--- config.mk ---
export PLATFORM = sky130hd
export DESIGN_NAME = pio_ctrl
export DESIGN_NICKNAME = d
export VERILOG_FILES = /design/src/rtl/pio_pkg.sv /design/src/rtl/pio_bus_dec.sv /design/src/rtl/pio_cfg_reg.sv /design/src/rtl/pio_port_latch.sv /design/src/rtl/pio_rd_mux.sv /design/src/rtl/pio_ctrl.sv
export SDC_FILE = /design/constraint.sdc
export NUM_CORES = 1
export LEC_CHECK = 0
export ABC_AREA = 1
export ABC_CLOCK_PERIOD_IN_PS = 2000
export BUFFER_PORTS_ARGS = -buffer_cell sky130_fd_sc_hd__buf_2
export CELL_PAD_IN_SITES_DETAIL_PLACEMENT = 2
export CELL_PAD_IN_SITES_GLOBAL_PLACEMENT = 2
export CORE_MARGIN = 4
export CORE_UTILIZATION = 24
export DETAILED_ROUTE_END_ITERATION = 12
export PLACE_DENSITY_LB_ADDON = 0.1
export SKIP_LAST_GASP = 1
export SYNTH_ARGS = -nofsm -noshare
export SYNTH_HDL_FRONTEND = slang
export SYNTH_SLANG_ARGS = --single-unit
--- constraint.sdc ---
create_clock -name clk_i -period 2 [get_ports clk_i]
set_clock_uncertainty 0.05 [all_clocks]
set_input_delay 0.4 -clock clk_i [delete_from_list [all_inputs] [get_ports clk_i]]
set_output_delay 0.4 -clock clk_i [all_outputs]
set_load 0.01 [all_outputs]
--- src/rtl/pio_pkg.sv ---
package pio_pkg;
  typedef enum logic [1:0] {
    SEL_A    = 2'd0,
    SEL_B    = 2'd1,
    SEL_C    = 2'd2,
    SEL_CTRL = 2'd3
  } sel_e;

  // direction flags: 1 = input
  typedef struct packed {
    logic a_in;
    logic cu_in;
    logic b_in;
    logic cl_in;
  } dir_t;

  localparam logic [7:0] CTRL_RST = 8'h9B;
  localparam int unsigned BIT_MODE  = 7;
  localparam int unsigned BIT_A_IN  = 4;
  localparam int unsigned BIT_CU_IN = 3;
  localparam int unsigned BIT_B_IN  = 1;
  localparam int unsigned BIT_CL_IN = 0;
endpackage

--- src/rtl/pio_bus_dec.sv ---
module pio_bus_dec
  import pio_pkg::*;
(
  input  logic       cs_ni,
  input  logic       rd_ni,
  input  logic       wr_ni,
  input  logic [1:0] sel_i,
  input  logic       mode_bit_i,
  output logic       wr_a_o,
  output logic       wr_b_o,
  output logic       wr_c_o,
  output logic       mode_wr_o,
  output logic       bsr_wr_o,
  output logic       rd_en_o
);
  logic wr_act;
  sel_e sel;

  assign sel    = sel_e'(sel_i);
  assign wr_act = ~cs_ni & ~wr_ni;

  assign wr_a_o    = wr_act & (sel == SEL_A);
  assign wr_b_o    = wr_act & (sel == SEL_B);
  assign wr_c_o    = wr_act & (sel == SEL_C);
  assign mode_wr_o = wr_act & (sel == SEL_CTRL) &  mode_bit_i;
  assign bsr_wr_o  = wr_act & (sel == SEL_CTRL) & ~mode_bit_i;
  assign rd_en_o   = ~cs_ni & ~rd_ni;
endmodule

--- src/rtl/pio_cfg_reg.sv ---
module pio_cfg_reg
  import pio_pkg::*;
#(
  parameter int unsigned DW = 8
) (
  input  logic          clk_i,
  input  logic          rst_ni,
  input  logic          mode_wr_i,
  input  logic [DW-1:0] wdata_i,
  output logic [DW-1:0] cfg_o,
  output dir_t          dir_o
);
  logic [DW-1:0] cfg_q;

  always_ff @(posedge clk_i or negedge rst_ni) begin
    if (!rst_ni) begin
      cfg_q <= DW'(CTRL_RST);
    end else if (mode_wr_i) begin
      cfg_q <= wdata_i;
      cfg_q[BIT_MODE] <= 1'b1;
    end
  end

  assign cfg_o       = cfg_q;
  assign dir_o.a_in  = cfg_q[BIT_A_IN];
  assign dir_o.cu_in = cfg_q[BIT_CU_IN];
  assign dir_o.b_in  = cfg_q[BIT_B_IN];
  assign dir_o.cl_in = cfg_q[BIT_CL_IN];
endmodule

--- src/rtl/pio_port_latch.sv ---
module pio_port_latch #(
  parameter int unsigned W      = 8,
  parameter bit          HAS_BSR = 1'b0,
  localparam int unsigned H     = W / 2,
  localparam int unsigned IW    = $clog2(W)
) (
  input  logic          clk_i,
  input  logic          rst_ni,
  input  logic          wr_en_i,
  input  logic [W-1:0]  wdata_i,
  input  logic          clr_lo_i,
  input  logic          clr_hi_i,
  input  logic          bsr_en_i,
  input  logic [IW-1:0] bsr_idx_i,
  input  logic          bsr_val_i,
  output logic [W-1:0]  q_o
);
  logic [W-1:0] q, nxt;

  always_comb begin
    nxt = q;
    if (wr_en_i) nxt = wdata_i;
    if (clr_hi_i) nxt[W-1:H] = '0;
    if (clr_lo_i) nxt[H-1:0] = '0;
    if (HAS_BSR && bsr_en_i) nxt[bsr_idx_i] = bsr_val_i;
  end

  always_ff @(posedge clk_i or negedge rst_ni) begin
    if (!rst_ni) q <= '0;
    else         q <= nxt;
  end

  assign q_o = q;
endmodule

--- src/rtl/pio_rd_mux.sv ---
module pio_rd_mux
  import pio_pkg::*;
#(
  parameter int unsigned DW = 8,
  localparam int unsigned H = DW / 2
) (
  input  logic [1:0]    sel_i,
  input  dir_t          dir_i,
  input  logic [DW-1:0] cfg_i,
  input  logic [DW-1:0] pa_pin_i,
  input  logic [DW-1:0] pb_pin_i,
  input  logic [DW-1:0] pc_pin_i,
  input  logic [DW-1:0] pa_q_i,
  input  logic [DW-1:0] pb_q_i,
  input  logic [DW-1:0] pc_q_i,
  output logic [DW-1:0] rdata_o
);
  logic [DW-1:0] a_v, b_v, c_v;
  logic [1:0]    c_nib_in;

  assign c_nib_in = {dir_i.cu_in, dir_i.cl_in};
  assign a_v = dir_i.a_in ? pa_pin_i : pa_q_i;
  assign b_v = dir_i.b_in ? pb_pin_i : pb_q_i;

  for (genvar n = 0; n < 2; n++) begin : g_cnib
    assign c_v[n*H +: H] = c_nib_in[n] ? pc_pin_i[n*H +: H] : pc_q_i[n*H +: H];
  end

  always_comb begin
    unique case (sel_e'(sel_i))
      SEL_A:    rdata_o = a_v;
      SEL_B:    rdata_o = b_v;
      SEL_C:    rdata_o = c_v;
      default: begin
        rdata_o = cfg_i;
        rdata_o[BIT_MODE] = 1'b1;
      end
    endcase
  end
endmodule

--- src/rtl/pio_ctrl.sv ---
module pio_ctrl
  import pio_pkg::*;
#(
  parameter int unsigned DW = 8,
  localparam int unsigned H  = DW / 2,
  localparam int unsigned IW = $clog2(DW)
) (
  input  logic          clk_i,
  input  logic          rst_ni,
  input  logic          cs_ni,
  input  logic          rd_ni,
  input  logic          wr_ni,
  input  logic [1:0]    sel_i,
  input  logic [DW-1:0] bus_d_i,
  output logic [DW-1:0] bus_d_o,
  output logic          bus_oe_o,
  input  logic [DW-1:0] pa_i,
  output logic [DW-1:0] pa_o,
  output logic [DW-1:0] pa_oe_o,
  input  logic [DW-1:0] pb_i,
  output logic [DW-1:0] pb_o,
  output logic [DW-1:0] pb_oe_o,
  input  logic [DW-1:0] pc_i,
  output logic [DW-1:0] pc_o,
  output logic [DW-1:0] pc_oe_o
);
  logic wr_a, wr_b, wr_c, mode_wr, bsr_wr, rd_en;
  logic [DW-1:0] cfg, rdata;
  dir_t dir;

  pio_bus_dec u_dec (
    .cs_ni      (cs_ni),
    .rd_ni      (rd_ni),
    .wr_ni      (wr_ni),
    .sel_i      (sel_i),
    .mode_bit_i (bus_d_i[BIT_MODE]),
    .wr_a_o     (wr_a),
    .wr_b_o     (wr_b),
    .wr_c_o     (wr_c),
    .mode_wr_o  (mode_wr),
    .bsr_wr_o   (bsr_wr),
    .rd_en_o    (rd_en)
  );

  pio_cfg_reg #(.DW(DW)) u_cfg (
    .clk_i     (clk_i),
    .rst_ni    (rst_ni),
    .mode_wr_i (mode_wr),
    .wdata_i   (bus_d_i),
    .cfg_o     (cfg),
    .dir_o     (dir)
  );

  // clears follow the directions in the incoming word
  logic clr_a, clr_b, clr_cu, clr_cl;
  assign clr_a  = mode_wr & ~bus_d_i[BIT_A_IN];
  assign clr_b  = mode_wr & ~bus_d_i[BIT_B_IN];
  assign clr_cu = mode_wr & ~bus_d_i[BIT_CU_IN];
  assign clr_cl = mode_wr & ~bus_d_i[BIT_CL_IN];

  pio_port_latch #(.W(DW), .HAS_BSR(1'b0)) u_la (
    .clk_i     (clk_i),
    .rst_ni    (rst_ni),
    .wr_en_i   (wr_a),
    .wdata_i   (bus_d_i),
    .clr_lo_i  (clr_a),
    .clr_hi_i  (clr_a),
    .bsr_en_i  (1'b0),
    .bsr_idx_i ('0),
    .bsr_val_i (1'b0),
    .q_o       (pa_o)
  );

  pio_port_latch #(.W(DW), .HAS_BSR(1'b0)) u_lb (
    .clk_i     (clk_i),
    .rst_ni    (rst_ni),
    .wr_en_i   (wr_b),
    .wdata_i   (bus_d_i),
    .clr_lo_i  (clr_b),
    .clr_hi_i  (clr_b),
    .bsr_en_i  (1'b0),
    .bsr_idx_i ('0),
    .bsr_val_i (1'b0),
    .q_o       (pb_o)
  );

  pio_port_latch #(.W(DW), .HAS_BSR(1'b1)) u_lc (
    .clk_i     (clk_i),
    .rst_ni    (rst_ni),
    .wr_en_i   (wr_c),
    .wdata_i   (bus_d_i),
    .clr_lo_i  (clr_cl),
    .clr_hi_i  (clr_cu),
    .bsr_en_i  (bsr_wr),
    .bsr_idx_i (bus_d_i[IW:1]),
    .bsr_val_i (bus_d_i[0]),
    .q_o       (pc_o)
  );

  pio_rd_mux #(.DW(DW)) u_rd (
    .sel_i    (sel_i),
    .dir_i    (dir),
    .cfg_i    (cfg),
    .pa_pin_i (pa_i),
    .pb_pin_i (pb_i),
    .pc_pin_i (pc_i),
    .pa_q_i   (pa_o),
    .pb_q_i   (pb_o),
    .pc_q_i   (pc_o),
    .rdata_o  (rdata)
  );

  assign bus_d_o  = rdata;
  assign bus_oe_o = rd_en;
  assign pa_oe_o  = {DW{~dir.a_in}};
  assign pb_oe_o  = {DW{~dir.b_in}};
  assign pc_oe_o  = {{H{~dir.cu_in}}, {H{~dir.cl_in}}};
endmodule

==> results.rst <==
.. list-table::
   :header-rows: 1

   * - Metric
     - Value
   * - Status
     - finished, violations left
   * - Violations in the final reports
     - negative setup slack
   * - Buffer levels on the longest clock path
     - 2
   * - Final-layout worst hold slack
     - 0.134 ns
   * - Shortest clock period the worst path allows after layout
     - 2.12 ns
   * - Number of instances in the synthesized netlist
     - 321
   * - Sequential element share of the synthesized area
     - 35.4%
   * - Detail Route met3 WL
     - 387 um
   * - Crit-path slowest cell
     - sky130_fd_sc_hd__dfstp_2
   * - Number of buffers created by CTS
     - 5
   * - Most frequent standard cell in the layout excluding fill and tap cells
     - sky130_fd_sc_hd__buf_2
   * - Endpoint type of the worst setup path
     - output pin
   * - # H-tree levels
     - 2
   * - Most used flip-flop cell after synthesis
     - sky130_fd_sc_hd__dfrtp_1
   * - Power per standard cell area
     - 896 nW/um^2
   * - Number of antenna violations at the first check in global routing
     - 0
   * - Average wire length per cell after detail routing
     - 17.7 um
   * - Routed length on met1
     - 4050 um
   * - Largest net degree at the start of global routing
     - 32
   * - Synthesized Nets
     - 360
   * - Number of distinct library cells after synthesis
     - 26
   * - Cells on worst reg2reg path
     - 3
   * - CP required
     - 1.55 ns
   * - Syn. warnings
     - 0
   * - Cell Count Post-Placement
     - 507
   * - Comb pwr share
     - 40.0%
   * - Total count of max-transition violations in the final report
     - 0
   * - Initial Util
     - 24.9%
   * - Number of DRC markers in iteration 0
     - 66
   * - Util after Layout
     - 32.6%
   * - Maximum Capacitance Violations
     - 0
   * - Clock network fraction of total power
     - 26.2%
   * - CTS tree
     - built
   * - Remaining routing DRC violations
     - 0
   * - Synth top area cells
     - sky130_fd_sc_hd__dfrtp_1 (31%), sky130_fd_sc_hd__nand2_1 (13%), sky130_fd_sc_hd__nor2_1 (8.0%)
   * - Yosys reg bits
     - 31
   * - # IOs
     - 96
   * - Static Leak
     - 1.58 nW
   * - Critical path class
     - register to output pin
   * - Post-CTS Hold Fix Bufs
     - 0
   * - Highest metal layer with signal wires
     - met4
   * - Fraction of synthesis flops using an asynchronous set or reset pin
     - 100%
   * - Number of rows in the core area
     - 34
   * - Clk sinks
     - 31
   * - Global route overflow
     - 0
   * - Startpoint kind of the worst setup timing path
     - register
   * - Root buffer cell
     - sky130_fd_sc_hd__clkbuf_8
   * - Die Ht
     - 104 um
   * - Worst reg-to-reg setup slack
     - 0.87 ns
   * - Switching power summed over all nets
     - 0.00100 W
   * - Mean instance size in the synthesized netlist
     - 6.87 um^2
   * - Overall power of the completed layout
     - 0.00258 W
   * - Flop pwr share
     - 33.9%
   * - Half-perimeter wire length after detailed placement
     - 7330 um
   * - Min-Delay Path Class
     - primary input to asynchronous set/reset pin
   * - # nets final
     - 448
   * - GP Congestion
     - 0.758
   * - Via count
     - 2419
   * - Switching share of power
     - 38.8%
   * - Post-synth top area cell
     - sky130_fd_sc_hd__dfrtp_1
   * - Worst reg2reg path startpoint
     - u_cfg.cfg_o[4]
   * - Floorplan Core Area
     - 8850 um^2
   * - Area growth syn-to-layout
     - 30.6%
   * - EDFF count, synth
     - 0
   * - Clock transition time at the flip-flop clock pins of the worst setup and hold paths
     - 0.07 ns
   * - Number of hold-slack violations in the final timing report
     - 0
   * - Fraction of layout instances using a drive strength above 1
     - 35.6%
   * - Area share of the largest cell type after synthesis
     - 30.6%
   * - Detailed-router iteration count before antenna repair
     - 4
   * - Clk_lat worst skew
     - 0.29 ns
   * - Horizontal die dimension
     - 104 um
   * - Capture point of the worst reg-to-reg path
     - u_cfg.cfg_o[4]
   * - Count of inserted antenna diode cells
     - 0
   * - Minimum setup slack in the final design
     - -0.116 ns
   * - GRT Overall Usage
     - 16.9%
   * - Most frequent cells in the layout
     - sky130_fd_sc_hd__buf_2 (95), sky130_fd_sc_hd__nand2_1 (74), sky130_fd_sc_hd__nor2_1 (45)
   * - Final number of setup-violating endpoints
     - 6
   * - Data arrival time of the critical path
     - 1.67 ns
   * - Vias in the first global route
     - 2659
   * - Largest voltage drop on the vdd net
     - 0.000268 V
   * - Wire length of the first global-routing pass
     - 14400 um
   * - IO buf count
     - 95
   * - Tightest Pin Transition
     - 0.801 ns
   * - Worst-path fanout max
     - 9
   * - DR WL met2
     - 4580 um
   * - Final total negative setup slack
     - -0.496 ns
   * - Ordered list of cells on the worst path
     - inv_1, buf_4, o211ai_1, nand4_1, buf_2
   * - Peak Freq
     - 0.473 GHz
   * - Wire length after detailed routing
     - 9150 um
   * - Final cycle utilization of the critical path
     - 106%
   * - Max-slew headroom
     - 46.6%
   * - Stage delay of the slowest cell on the critical path
     - 0.53 ns
   * - Post-detailed-route count of antenna-violating nets
     - 0
   * - Cell Area, Synth
     - 2210 um^2
   * - Internal power consumption
     - 0.00158 W
   * - Final std cells w/o fill
     - 518
   * - RSZ-0062 raised after global routing
     - yes
   * - Via/cell ratio
     - 4.67
   * - Area of the die
     - 10800 um^2
[worst max-delay path by stage]
| stage | startpoint | to | slack [ns] | depth (start not counted) |
|---|---|---|---|---|
| floorplan | u_cfg.cfg_o[4] | bus_d_o[0] | 0.21 | 7 |
| global placement | sel_i[0] | bus_d_o[0] | 0.05 | 7 |
| detailed placement | sel_i[1] | bus_d_o[0] | 0.02 | 7 |
| CTS | u_cfg.cfg_o[1] | bus_d_o[2] | -0.13 | 5 |
| global route | u_cfg.cfg_o[1] | bus_d_o[2] | -0.22 | 5 |
| finish | u_cfg.cfg_o[1] | bus_d_o[2] | -0.12 | 5 |
[Yosys cell counts (4+ instances only)]
cell and count:
sky130_fd_sc_hd__nor3_1 4, sky130_fd_sc_hd__nand2_1 74, sky130_fd_sc_hd__nand3_1 15, sky130_fd_sc_hd__inv_1 38, sky130_fd_sc_hd__dfstp_2 4, sky130_fd_sc_hd__nor2_1 47, sky130_fd_sc_hd__nand4_1 8, sky130_fd_sc_hd__nor2_4 6
sky130_fd_sc_hd__dfrtp_1 27, sky130_fd_sc_hd__buf_4 20, sky130_fd_sc_hd__o21ai_1 9, sky130_fd_sc_hd__o211ai_1 6, sky130_fd_sc_hd__nand2_2 6, sky130_fd_sc_hd__o21ai_0 32
[layer usage]
layer | vias up | track usage (%)
met2 | 65 | 30.2
li1 | 1180 | -
met5 | - | 0
met3 | 7 | 3.04
met4 | 0 | 4.75
met1 | 1167 | 20.8
[critical path: cells and delay by family, from the launching register on]
family / cells / cell delay, ns
flops: 1 / 0.53
compound gates: 1 / 0.19
buf+inv: 3 / 0.51
simple gates: 1 / 0.15
[sequential cells by signal, summed over array words and instances, names as in the netlist]
name / count
u_cfg.cfg_o: 7
u_la.q_o: 8
u_lb.q_o: 8
u_lc.q_o: 8
[power groups by stage]
stage	combinational, W	sequential [W]	clock, W
2_1_floorplan	0.000595	0.000907	0
3_3_place_gp	0.000973	0.000879	0
3_5_place_dp	0.000998	0.000884	0
4_1_cts	0.00105	0.000877	0.000695
5_1_grt	0.00115	0.000895	0.000719
6_report	0.00103	0.000874	0.000675
[repair_timing]
action,CTS,global route
endpoints found under the setup margin,7,8
gates resized for setup,9,6
buffers inserted,3,0
pin swaps,3,2
[area by class of cell]
cell class | count | area (um^2)
fillers | 1126 | 5970
multi-input cells | 223 | 1110
flip-flops and latches | 31 | 781
repair buffers | 106 | 571
inverters | 42 | 166
well taps | 108 | 135
clock buffers | 6 | 82.6
clock inverters | 2 | 35.0
[stage by stage]
step | instance area [um^2] | setup WS [ns]
floorplan | 2210 | 0.215
global placement | 2700 | 0.0517
detailed placement | 2700 | 0.0238
CTS | 2870 | -0.135
global route | 2880 | -0.217
finish | 2880 | -0.116
[kinds of logic after synthesis]
| group | synth area share, % |
|---|---|
| flops | 35.4 |
| buf+inv | 15.5 |
| simple gates | 34.9 |
| compound gates | 14.2 |
No activity file was read; power rests on OpenSTA's default activity.
